<file path="config.mk">
export PLATFORM = sky130hd
export DESIGN_NAME = cfg_port_bridge
export DESIGN_NICKNAME = d
export VERILOG_FILES = /design/src/rtl/cfgp_pkg.sv /design/src/rtl/cfg_access_check.sv /design/src/rtl/cfg_addr_latch.sv /design/src/rtl/cfg_window.sv /design/src/rtl/cfg_port_bridge.sv
export SDC_FILE = /design/constraint.sdc
export NUM_CORES = 1
export LEC_CHECK = 0
export CAP_MARGIN = 20
export CORE_AREA = 2 2 107 68
export CTS_CLUSTER_DIAMETER = 80
export DETAILED_ROUTE_END_ITERATION = 12
export DIE_AREA = 0 0 109 70
export DONT_BUFFER_PORTS = 1
export PLACE_DENSITY = 0.67
export SLEW_MARGIN = 20
export SYNTH_ARGS = -nofsm -noshare
export SYNTH_HDL_FRONTEND = slang
export SYNTH_SLANG_ARGS = --single-unit
</file>
<file path="constraint.sdc">
create_clock -name clk -period 3.8 [get_ports clk]
set_input_delay 1.14 -clock clk [delete_from_list [all_inputs] [get_ports clk]]
set_output_delay 1.14 -clock clk [all_outputs]
set_load 0.02 [all_outputs]
</file>
<file path="src/rtl/cfgp_pkg.sv">
package cfgp_pkg;

    // Latched configuration address, most significant field first.
    typedef struct packed {
        logic       en;
        logic [6:0] rsv_hi;
        logic [7:0] bus;
        logic [4:0] dev;
        logic [2:0] fn;
        logic [5:0] reg_no;
        logic [1:0] rsv_lo;
    } cfg_addr_t;

    typedef enum logic [1:0] {
        SZ_BYTE  = 2'd0,
        SZ_WORD  = 2'd1,
        SZ_DWORD = 2'd2,
        SZ_BAD   = 2'd3
    } io_size_e;

    // Size/offset legality inside a 4-byte port group.
    function automatic logic size_ok(io_size_e sz, logic [1:0] off);
        case (sz)
            SZ_BYTE:  return 1'b1;
            SZ_WORD:  return (off != 2'd3);
            SZ_DWORD: return (off == 2'd0);
            default:  return 1'b0;
        endcase
    endfunction

    function automatic logic [3:0] lane_mask(io_size_e sz, logic [1:0] off);
        case (sz)
            SZ_BYTE:  return 4'b0001 << off;
            SZ_WORD:  return 4'b0011 << off;
            SZ_DWORD: return 4'b1111;
            default:  return 4'b0000;
        endcase
    endfunction

    function automatic logic [31:0] expand_lanes(logic [3:0] m);
        logic [31:0] r;
        for (int k = 0; k < 4; k++) begin
            r[8*k +: 8] = {8{m[k]}};
        end
        return r;
    endfunction

endpackage

</file>
<file path="src/rtl/cfg_access_check.sv">
module cfg_access_check
    import cfgp_pkg::*;
#(
    parameter int          ADDR_W = 16,
    parameter logic [15:0] BASE   = 16'h0CF8
) (
    input  logic [ADDR_W-1:0] io_addr,
    input  logic [1:0]        io_size,
    output logic              hit,
    output logic              sel_data,
    output logic              legal,
    output logic [3:0]        lanes
);
    localparam int HI = ADDR_W - 1;

    logic [1:0] off;
    io_size_e   sz;

    always_comb begin
        off      = io_addr[1:0];
        sz       = io_size_e'(io_size);
        hit      = (io_addr[HI:3] == BASE[HI:3]);
        sel_data = io_addr[2];
        legal    = size_ok(sz, off);
        lanes    = legal ? lane_mask(sz, off) : 4'b0000;
    end
endmodule

</file>
<file path="src/rtl/cfg_addr_latch.sv">
module cfg_addr_latch
    import cfgp_pkg::*;
(
    input  logic        clk,
    input  logic        rst_n,
    input  logic        wr_en,
    input  logic [3:0]  lanes,
    input  logic [31:0] wdata,
    output cfg_addr_t   addr_q
);
    typedef struct packed {
        cfg_addr_t addr;
    } latch_st_t;

    latch_st_t st_d, st_q;

    always_comb begin
        st_d = st_q;
        if (wr_en) begin
            for (int b = 0; b < 4; b++) begin
                if (lanes[b]) begin
                    st_d.addr[8*b +: 8] = wdata[8*b +: 8];
                end
            end
        end
    end

    always_ff @(posedge clk or negedge rst_n) begin
        if (!rst_n) begin
            st_q <= '0;
        end else begin
            st_q <= st_d;
        end
    end

    assign addr_q = st_q.addr;


    latch_hold_chk: assert property (@(posedge clk) disable iff (!rst_n)
        !wr_en |=> $stable(st_q.addr));
endmodule

</file>
<file path="src/rtl/cfg_window.sv">
module cfg_window
    import cfgp_pkg::*;
#(
    parameter int NDEV = 32,
    localparam int DEV_W = $clog2(NDEV)
) (
    input  cfg_addr_t   addr_q,
    input  logic [NDEV-1:0] dev_present,
    input  logic        go,
    input  logic        is_wr,
    input  logic [3:0]  lanes,
    input  logic [31:0] wdata,
    output logic        cfg_req,
    output logic        cfg_we,
    output logic [DEV_W-1:0] cfg_dev,
    output logic [5:0]  cfg_reg,
    output logic [3:0]  cfg_be,
    output logic [31:0] cfg_wdata,
    output logic        float_rd,
    output logic        absent_wr
);
    logic bus_zero;
    logic dev_here;

    always_comb begin
        bus_zero  = (addr_q.bus == 8'd0);
        dev_here  = dev_present[addr_q.dev[DEV_W-1:0]];
        cfg_req   = go && bus_zero && dev_here;
        cfg_we    = cfg_req && is_wr;
        cfg_dev   = addr_q.dev[DEV_W-1:0];
        cfg_reg   = addr_q.reg_no;
        cfg_be    = cfg_req ? lanes : 4'b0000;
        cfg_wdata = wdata & expand_lanes(lanes);
        float_rd  = go && !is_wr && !(bus_zero && dev_here);
        absent_wr = go && is_wr && bus_zero && !dev_here;
    end
endmodule

</file>
<file path="src/rtl/cfg_port_bridge.sv">
module cfg_port_bridge
    import cfgp_pkg::*;
#(
    parameter int          ADDR_W = 16,
    parameter logic [15:0] BASE   = 16'h0CF8,
    parameter int          NDEV   = 32,
    localparam int DEV_W = $clog2(NDEV)
) (
    input  logic              clk,
    input  logic              rst_n,
    input  logic [ADDR_W-1:0] io_addr,
    input  logic [1:0]        io_size,
    input  logic              io_rd,
    input  logic              io_wr,
    input  logic [31:0]       io_wdata,
    output logic [31:0]       io_rdata,
    output logic              io_rvalid,
    output logic              io_err,
    input  logic [NDEV-1:0]   dev_present,
    output logic              cfg_req,
    output logic              cfg_we,
    output logic [DEV_W-1:0]  cfg_dev,
    output logic [5:0]        cfg_reg,
    output logic [3:0]        cfg_be,
    output logic [31:0]       cfg_wdata,
    input  logic [31:0]       cfg_rdata,
    output logic              absent_wr_err,
    input  logic              err_clr
);
    typedef struct packed {
        logic        rvalid;
        logic [31:0] rdata;
        logic        err;
        logic        sticky;
    } top_st_t;

    top_st_t   st_d, st_q;
    cfg_addr_t addr_q;

    logic       hit, sel_data, legal;
    logic [3:0] lanes;
    logic       any_go, rd_go, wr_go, latch_wr, win_go;
    logic       float_rd, absent_wr;
    logic [31:0] lane_bits;

    cfg_access_check #(.ADDR_W(ADDR_W), .BASE(BASE)) u_chk (
        .io_addr  (io_addr),
        .io_size  (io_size),
        .hit      (hit),
        .sel_data (sel_data),
        .legal    (legal),
        .lanes    (lanes)
    );

    always_comb begin
        any_go    = hit && (io_rd || io_wr);
        wr_go     = hit && io_wr;
        rd_go     = hit && io_rd && !io_wr;
        latch_wr  = wr_go && !sel_data && legal;
        win_go    = any_go && sel_data && legal;
        lane_bits = expand_lanes(lanes);
    end

    cfg_addr_latch u_latch (
        .clk    (clk),
        .rst_n  (rst_n),
        .wr_en  (latch_wr),
        .lanes  (lanes),
        .wdata  (io_wdata),
        .addr_q (addr_q)
    );

    cfg_window #(.NDEV(NDEV)) u_win (
        .addr_q      (addr_q),
        .dev_present (dev_present),
        .go          (win_go),
        .is_wr       (io_wr),
        .lanes       (lanes),
        .wdata       (io_wdata),
        .cfg_req     (cfg_req),
        .cfg_we      (cfg_we),
        .cfg_dev     (cfg_dev),
        .cfg_reg     (cfg_reg),
        .cfg_be      (cfg_be),
        .cfg_wdata   (cfg_wdata),
        .float_rd    (float_rd),
        .absent_wr   (absent_wr)
    );

    always_comb begin
        st_d        = st_q;
        st_d.rvalid = rd_go;
        st_d.err    = any_go && !legal;
        st_d.rdata  = '0;
        if (rd_go && legal) begin
            if (!sel_data) begin
                st_d.rdata = addr_q & lane_bits;
            end else if (float_rd) begin
                st_d.rdata = lane_bits;
            end else begin
                st_d.rdata = cfg_rdata & lane_bits;
            end
        end
        if (absent_wr) begin
            st_d.sticky = 1'b1;
        end else if (err_clr) begin
            st_d.sticky = 1'b0;
        end
    end

    always_ff @(posedge clk or negedge rst_n) begin
        if (!rst_n) begin
            st_q <= '0;
        end else begin
            st_q <= st_d;
        end
    end

    assign io_rvalid     = st_q.rvalid;
    assign io_rdata      = st_q.rdata;
    assign io_err        = st_q.err;
    assign absent_wr_err = st_q.sticky;


    rd_complete_chk: assert property (@(posedge clk) disable iff (!rst_n)
        (hit && io_rd && !io_wr) |=> io_rvalid);


    illegal_no_req_chk: assert property (@(posedge clk) disable iff (!rst_n)
        !legal |-> !cfg_req);


    req_target_chk: assert property (@(posedge clk) disable iff (!rst_n)
        cfg_req |-> (addr_q.bus == 8'd0 && dev_present[addr_q.dev[DEV_W-1:0]]));


    sticky_hold_chk: assert property (@(posedge clk) disable iff (!rst_n)
        (absent_wr_err && !err_clr) |=> absent_wr_err);


    outside_quiet_chk: assert property (@(posedge clk) disable iff (!rst_n)
        !hit |=> (!io_rvalid && !io_err));
endmodule

</file>
==> flow_metrics.tcl, run 1 <==
set metrics [dict create \
    nFillCells 618 \
    cp-end-kind "primary output" \
    min_path_type "in2async" \
    worstPathRequired_ns 2.66 \
    wl_microns 8770 \
    worst_slew_pin_slew_ns 0.722 \
    antenna_cells 0 \
    antenna_left 0 \
    clock_latency_ns 0.34 \
    die_height_microns 70 \
    track_usage 0.233 \
    final_cell_area_sq_um 3910 \
    ir_drop_uv 163 \
    drv_cap 0 \
    status "completed" \
    multi_input_area_sq_um 1600 \
    dr.pass1.iters 5 \
    yosys_warnings 0 \
    num_rows 24 \
    wl_per_cell_microns 19.5 \
    ys.flop_type "dfrtp_1" \
    ys_ff_latch 67 \
    drt_iter0_drc 201 \
    synthAdderAreaFrac 0 \
    synth_mux_area_frac 0.146 \
    drive_above_1_share 0.222 \
    grt_pass1_wl_microns 13500 \
    syn_area_per_cell_sq_um 10.2 \
    setup_viol 0 \
    seqCellArea_sq_um 1680 \
    io_buffers 0 \
    grt_setup_unrepaired "yes" \
    syn_to_final_growth_pct 9.83 \
    synth_cells 348 \
    ios 203 \
    synth-xor-area-share 0 \
    final_common_cell "dfrtp_1" \
    clock-skew-final_ns 0.0116 \
    synth_edf_count 0 \
    die_w_microns 109 \
    synthSimpleGateAreaFrac 0.168 \
    clkTransAtPathRegs_ns 0.08 \
    coreArea_sq_um 6820 \
    syn-num-nets 467 \
    worstPathArrival_ns 2.66 \
    dp_cells 433 \
    p_per_area_nw_per_um2 377 \
    gr-total-overflow 0 \
    synth-async-reset-ratio 1.00 \
    path_max_fanout 5 \
    grt_pass1_vias 2582 \
    hold_buffers 0 \
    dpl.hpwl_microns 6480 \
    fin_cells 451 \
    clockBufferDepth 2 \
    slew-limit-headroom 0.514 \
    die_area_sq_um 7630 \
    synth_compound_area_frac 0.128 \
    fin_crit_ns 3.80 \
    antenna_found_initial 0 \
    p_leak_nw 1.88 \
    place_congestion 0.885 \
    grt_max_degree 69 \
    initial_core_util 0.523 \
    max_freq_mhz 263 \
    synth_top_family_by_area "simple AND/OR/NAND/NOR gates" \
    timing.final.crit_share 0.999 \
    postPlaceCellArea_sq_um 3650 \
    finalHoldViolCount 0 \
    synth_cell_types 36 \
    numCtsBuffers 9 \
    root_buffer "clkbuf_8" \
    path_class "in2out" \
    drcViolationCount 0 \
    vias 2614 \
    htreeDepth 3 \
    critPathLaunchType "primary input" \
    synth_area_sq_um 3560 \
    vias_per_cell 5.80 \
    clock-sinks 67 \
    layout_common_cells "67 x dfrtp_1, 40 x nor2_1, 36 x inv_1" \
    layout.nets 474 \
    maxSlewViolCount 0 \
    synth-seq-area-share 0.471 \
    cts_tree "built" \
]
-- area by class of cell --
cell class	count	area share
flip-flops and latches	67	0.429
multi-input cells	219	0.408
repair buffers	22	0.0422
clock buffers	10	0.0352
inverters	36	0.0345
well taps	91	0.0291
clock inverters	6	0.0224
-- kinds of logic after synthesis --
kind of cell | after synthesis
multiplexers | 48
buffers and inverters | 62
AND/OR/NAND/NOR | 112
flip-flops | 67
AO/OA/AOI/OAI | 59
-- critical path, cell delays in order --
cell and delay, ns:
mux2i_1 0.04, a22oi_1 0.20, nand4b_1 0.14, a21oi_2 0.23, o311ai_4 0.13, or3_4 0.47, nor2b_1 0.14, buf_4 0.15
-- what timing repair did --
action	4_1_cts	5_1_grt
endpoints found under the hold margin	0	0
endpoints found under the setup margin	4	4
setup buffers	0	2
pin swaps	1	4
cloned	0	0
gates resized for setup	2	2
-- synth_stat cells, types with 2 or more instances --
library cell	instances	area [sq um]
dfrtp_1	67	1680
nor2_1	40	150
inv_1	36	135
and2_1	34	213
mux2_2	32	360
a311oi_1	24	210
mux2i_1	16	160
nand2_1	13	48.8
buf_4	11	82.6
o21ai_0	11	55.1
clkbuf_1	9	33.8
a31oi_1	8	50.1
a21oi_1	6	30.0
buf_6	5	56.3
nor2b_1	5	31.3
a22oi_1	4	30.0
nand2b_1	3	18.8
a211oi_1	2	15.0
nand3_1	2	10.0
nand4_1	2	12.5
nor3_1	2	10.0
nor4_1	2	12.5
-- final timing paths --
check,slack [ns],endpoint,startpoint,depth (start not counted)
hold reg to reg,0.50,u_latch.addr_q[0]$_DFFE_PN0P_,u_latch.addr_q[0]$_DFFE_PN0P_,1
min in group clk,0.50,u_latch.addr_q[0]$_DFFE_PN0P_,u_latch.addr_q[0]$_DFFE_PN0P_,1
setup / recovery,0.004,cfg_be[2],dev_present[13],8
max in group asynchronous,3.21,u_latch.addr_q[11]$_DFFE_PN0P_,rst_n,0
hold / removal,0.49,io_rdata[27]$_DFF_PN0_,rst_n,0
setup reg to reg,1.27,io_rdata[8]$_DFF_PN0_,u_latch.addr_q[11]$_DFFE_PN0P_,10
-- state kept, by name (all words and copies together), names as in the netlist --
register / cells
io_rdata: 32
absent_wr_err: 1
io_err: 1
io_rvalid: 1
u_latch.addr_q: 32
-- metal layers --
layer / vias up / track usage / share of wire
met4: 0 / 0.0641 / 0.0081
met3: 10 / 0.0682 / 0.083
met5: - / 0 / 0
li1: 1214 / - / -
met1: 1267 / 0.322 / 0.45
met2: 123 / 0.358 / 0.46
-- metrics by stage --
step / power [mW] / hold slack [ns] / TNS [ns] / utilization / setup WS (ns)
3_3_place_gp: 0.814 / 0.488 / -0.0652 / 0.535 / -0.0249
6_report: 1.47 / 0.485 / 0 / 0.574 / 0.00355
5_1_grt: 1.53 / 0.458 / -0.200 / 0.574 / -0.0655
2_1_floorplan: 0.808 / 0.475 / 0 / - / 0.0752
4_1_cts: 1.49 / 0.468 / 0 / 0.570 / 0.00268
3_5_place_dp: 0.814 / 0.491 / -0.301 / 0.535 / -0.0800
-- report_power, final --
| group | switching [mW] | internal, mW | leakage, nW |
|---|---|---|---|
| registers | 0.000135 | 0.713 | 0.937 |
| logic | 0.0564 | 0.0326 | 0.822 |
| clock network | 0.284 | 0.389 | 0.117 |
Power figures use the tool's default switching activity.
==> inputs of run 2 (changes only) <==
--- a/config.mk
+++ b/config.mk
@@ -11,7 +11,7 @@
 export DETAILED_ROUTE_END_ITERATION = 12
 export DIE_AREA = 0 0 109 70
 export DONT_BUFFER_PORTS = 1
-export PLACE_DENSITY = 0.67
+export PLACE_DENSITY = 0.8
 export SLEW_MARGIN = 20
 export SYNTH_ARGS = -nofsm -noshare
 export SYNTH_HDL_FRONTEND = slang
==> flow_metrics.tcl, run 2 (synthesized netlist as in run 1, its figures left out) <==
set metrics [dict create \
    status "completed" \
    gr-total-overflow 0 \
    io_buffers 0 \
    clock_latency_ns 0.34 \
    reg2regPathDepth 11 \
    hold_ws_ns 0.484 \
    layout_common_cells "66 x dfrtp_1, 38 x nor2_1, 36 x inv_1" \
    finalHoldViolCount 0 \
    antenna_found_initial 0 \
    critPathLaunchType "primary input" \
    drcViolationCount 0 \
    p_per_area_nw_per_um2 364 \
    drive_above_1_share 0.261 \
    wl_per_cell_microns 21.3 \
    cts_tree "built" \
    root_buffer "clkbuf_8" \
    die_w_microns 109 \
    wl_microns 9680 \
    htreeDepth 3 \
    die_height_microns 70 \
    final_common_cell "dfrtp_1" \
    drt_iter0_drc 211 \
    num_rows 24 \
    min_path_type "in2async" \
    nFillCells 592 \
    worstPathArrival_ns 2.54 \
    path_max_fanout 5 \
    place_congestion 0.872 \
    power.total_mw 1.45 \
    slew-limit-headroom 0.534 \
    dr.pass1.iters 4 \
    worst_slew_pin_slew_ns 0.699 \
    ir_drop_uv 208 \
    track_usage 0.256 \
    die_area_sq_um 7630 \
    grt_pass1_wl_microns 14700 \
    utilization 0.585 \
    multi_input_area_sq_um 1640 \
    fin_cells 455 \
    clock-sinks 67 \
    grt_pass1_vias 2878 \
    syn_to_final_growth_pct 12.0 \
    hold_buffers 0 \
    maxSlewViolCount 0 \
    vias_per_cell 6.14 \
    layout.nets 478 \
    drv_cap 0 \
    vias 2794 \
    numCtsBuffers 9 \
    setup_viol 0 \
    dpl.hpwl_microns 7080 \
    clockBufferDepth 2 \
    r2r-start "u_latch.addr_q[11]$_DFFE_PN0P_" \
    timing.final.crit_share 0.970 \
    coreArea_sq_um 6820 \
    dp_cells 438 \
    grt_max_degree 69 \
    p_leak_nw 1.90 \
    grt_setup_unrepaired "yes" \
    ios 203 \
    path_class "in2out" \
    worstPathRequired_ns 2.66 \
    max_freq_mhz 271 \
    antenna_left 0 \
    seqCellArea_sq_um 1680 \
    critical_path.startpoint "dev_present[13]" \
    clock-skew-final_ns 0.00766 \
    antenna_cells 0 \
    finalSetupTns_ns 0 \
    cp-end-kind "primary output" \
    fin_crit_ns 3.68 \
    initial_core_util 0.523 \
    clkTransAtPathRegs_ns 0.07 \
]
==> run 2: power by group <==
group / total, mW / internal (mW) / switching [mW]
sequential: 0.713 / 0.713 / 0.000143
combinational: 0.0942 / 0.0353 / 0.0589
clock: 0.646 / 0.368 / 0.278
total: 1.45 / 1.12 / 0.337
==> run 2: final timing paths <==
path | to | slack (ns)
min reg2reg | u_latch.addr_q[0]$_DFFE_PN0P_ | 0.50
max reg2reg | io_rdata[24]$_DFF_PN0_ | 0.86
max | cfg_be[2] | 0.12
max in group asynchronous | u_latch.addr_q[12]$_DFFE_PN0P_ | 3.20
min | io_rdata[11]$_DFF_PN0_ | 0.48
min in group clk | u_latch.addr_q[0]$_DFFE_PN0P_ | 0.50
==> run 2: through the flow <==
stage / cell area [sq um] / setup slack, ns
after floorplan: 3560 / 0.0752
after global placement: 3700 / -0.0574
after detailed placement: 3700 / -0.117
after CTS: 3930 / 0.0229
after global routing: 3990 / -0.0171
final: 3990 / 0.116
==> run 2: timing repair <==
item | 4_1_cts | 5_1_grt
resized for setup | 2 | 14
gates cloned | 0 | 0
pin swaps | 0 | 9
setup buffers | 0 | 1
setup endpoints to repair | 5 | 5
==> run 2: layout make-up <==
type | count | share of cell area
sequential | 67 | 0.421
multi-input combinational | 219 | 0.411
timing repair buffer | 26 | 0.0521
inverter | 36 | 0.0339
clock buffer | 9 | 0.0311
tap | 91 | 0.0285
clock inverter | 7 | 0.0232
==> run 2: per-layer routing <==
metal  part of all wire  GRT usage
met5                  0          0
met4              0.018     0.0912
met3              0.099      0.105
met2               0.47      0.401
met1               0.41      0.318
==> run 2: worst max-delay path, stage by stage <==
cell and delay [ns]:
mux2i_4 0.05, a22oi_2 0.16, nand4b_1 0.13, a21oi_2 0.18, o311ai_2 0.12, or3_4 0.48
nor2b_1 0.14, buf_4 0.15
==> inputs of run 3 (changes only) <==
--- a/config.mk
+++ b/config.mk
@@ -11,6 +11,7 @@
 export DETAILED_ROUTE_END_ITERATION = 12
 export DIE_AREA = 0 0 109 70
 export DONT_BUFFER_PORTS = 1
+export GPL_TIMING_DRIVEN = 0
 export PLACE_DENSITY = 0.8
 export SLEW_MARGIN = 20
 export SYNTH_ARGS = -nofsm -noshare
==> flow_metrics.tcl, run 3 (synthesized netlist as in run 1, its figures left out) <==
set metrics [dict create \
    grt_max_degree 68 \
    cp-end-kind "primary output" \
    hold_ws_ns 0.481 \
    final_common_cell "dfrtp_1" \
    clock_latency_ns 0.35 \
    numCtsBuffers 9 \
    critPathLaunchType "primary input" \
    dp_cells 439 \
    htreeDepth 3 \
    drv_cap 0 \
    dr.pass1.iters 4 \
    layout.nets 481 \
    ir_drop_uv 214 \
    die_area_sq_um 7630 \
    cts_tree "built" \
    p_per_area_nw_per_um2 351 \
    worst_slew_pin_slew_ns 0.839 \
    path_cells "mux2i_1, a211oi_2, nand2_1, a21oi_2, o311ai_4, or3_4, nor2b_4" \
    violations "negative setup slack" \
    drcViolationCount 0 \
    io_buffers 0 \
    setup_viol 3 \
    syn_to_final_growth_pct 11.3 \
    utilization 0.581 \
    worstPathArrival_ns 2.68 \
    vias 2771 \
    nFillCells 597 \
    fin_cells 456 \
    p_leak_nw 1.87 \
    antenna_found_initial 0 \
    status "complete, but fails checks" \
    place_congestion 0.989 \
    finalSetupTns_ns -0.0457 \
    die_w_microns 109 \
    layout_common_cells "67 x dfrtp_1, 37 x nor2_1, 36 x inv_1" \
    critical_path.startpoint "dev_present[1]" \
    vias_per_cell 6.08 \
    clock-skew-final_ns 0.00706 \
    clock-sinks 67 \
    drt_iter0_drc 235 \
    grt_pass1_vias 2864 \
    grt_pass1_wl_microns 15100 \
    gr-total-overflow 0 \
    coreArea_sq_um 6820 \
    timing.final.crit_share 1.01 \
    initial_core_util 0.523 \
    die_height_microns 70 \
    min_path_type "in2async" \
    maxSlewViolCount 0 \
    ios 203 \
    clockBufferDepth 2 \
    num_rows 24 \
    worstPathRequired_ns 2.66 \
    track_usage 0.265 \
    drive_above_1_share 0.233 \
    dpl.hpwl_microns 7560 \
    antenna_left 0 \
    path_max_fanout 5 \
    r2r-start "u_latch.addr_q[11]$_DFFE_PN0P_" \
    slowest_stage "or3_4" \
    crit_path_max_incr_delay_ns 0.54 \
    finalHoldViolCount 0 \
    antenna_cells 0 \
    final.setup.worst_slack_ns -0.0236 \
    clkTransAtPathRegs_ns 0.07 \
    grt_setup_unrepaired "yes" \
    power.total_mw 1.39 \
    fin_crit_ns 3.82 \
    wl_microns 10100 \
    slew-limit-headroom 0.439 \
    root_buffer "clkbuf_8" \
    wl_per_cell_microns 22.1 \
    path_class "in2out" \
    max_freq_mhz 262 \
]
[run 3: routing by layer]
metal  wire, microns  global-route usage  share of wire  vias up
li1                -                   -              -     1224
met1            4280               0.347           0.43     1372
met2            4640               0.405           0.46      161
met3             987              0.0962          0.098       14
met4             142              0.0926          0.014        0
met5               0                   0              0        -
[run 3: final cells by class]
cell class	count	area (sq um)	share of cell area
Buffer	26	179	0.0451
Clock buffer	11	141	0.0357
Clock inverter	3	40.0	0.0101
Inverter	36	135	0.0341
Multi-Input combinational cell	219	1660	0.418
Sequential cell	67	1680	0.423
Tap cell	91	114	0.0287
Timing Repair Buffer	3	22.5	0.00568
[run 3: power by group]
part           internal, mW  switching (mW)
combinational        0.0322          0.0765
clock                 0.312           0.257
sequential            0.713        0.000120
total                  1.06           0.333
[run 3: path summary, 6_finish.rpt]
kind	slack, ns	endpoint	cells past startpoint
max	-0.02	cfg_be[0]	7
max reg2reg	1.20	io_rdata[27]$_DFF_PN0_	10
min reg2reg	0.50	u_latch.addr_q[1]$_DFFE_PN0P_	1
min	0.48	io_rdata[11]$_DFF_PN0_	0
min in group clk	0.50	u_latch.addr_q[1]$_DFFE_PN0P_	1
max in group asynchronous	3.21	u_latch.addr_q[10]$_DFFE_PN0P_	0
[run 3: through the flow]
| stage | setup WS [ns] | cell area (sq um) |
|---|---|---|
| CTS | 0.00672 | 3910 |
| finish | -0.0236 | 3960 |
| floorplan | 0.0752 | 3560 |
| global placement | -0.239 | 3680 |
| global route | -0.0908 | 3960 |
| detailed placement | -0.254 | 3680 |
[run 3: critical path, delay by kind of cell]
family           cells  cell delay (ns)
AND/OR/NAND/NOR      3             0.86
multiplexers         1             0.08
AO/OA/AOI/OAI        3             0.60
[run 3: what timing repair did]
action                                  CTS  global route
setup buffers                             0             3
gates resized for setup                  13             9
endpoints found under the setup margin   29            21
pin swaps                                 1             5
hold buffers                              0             0
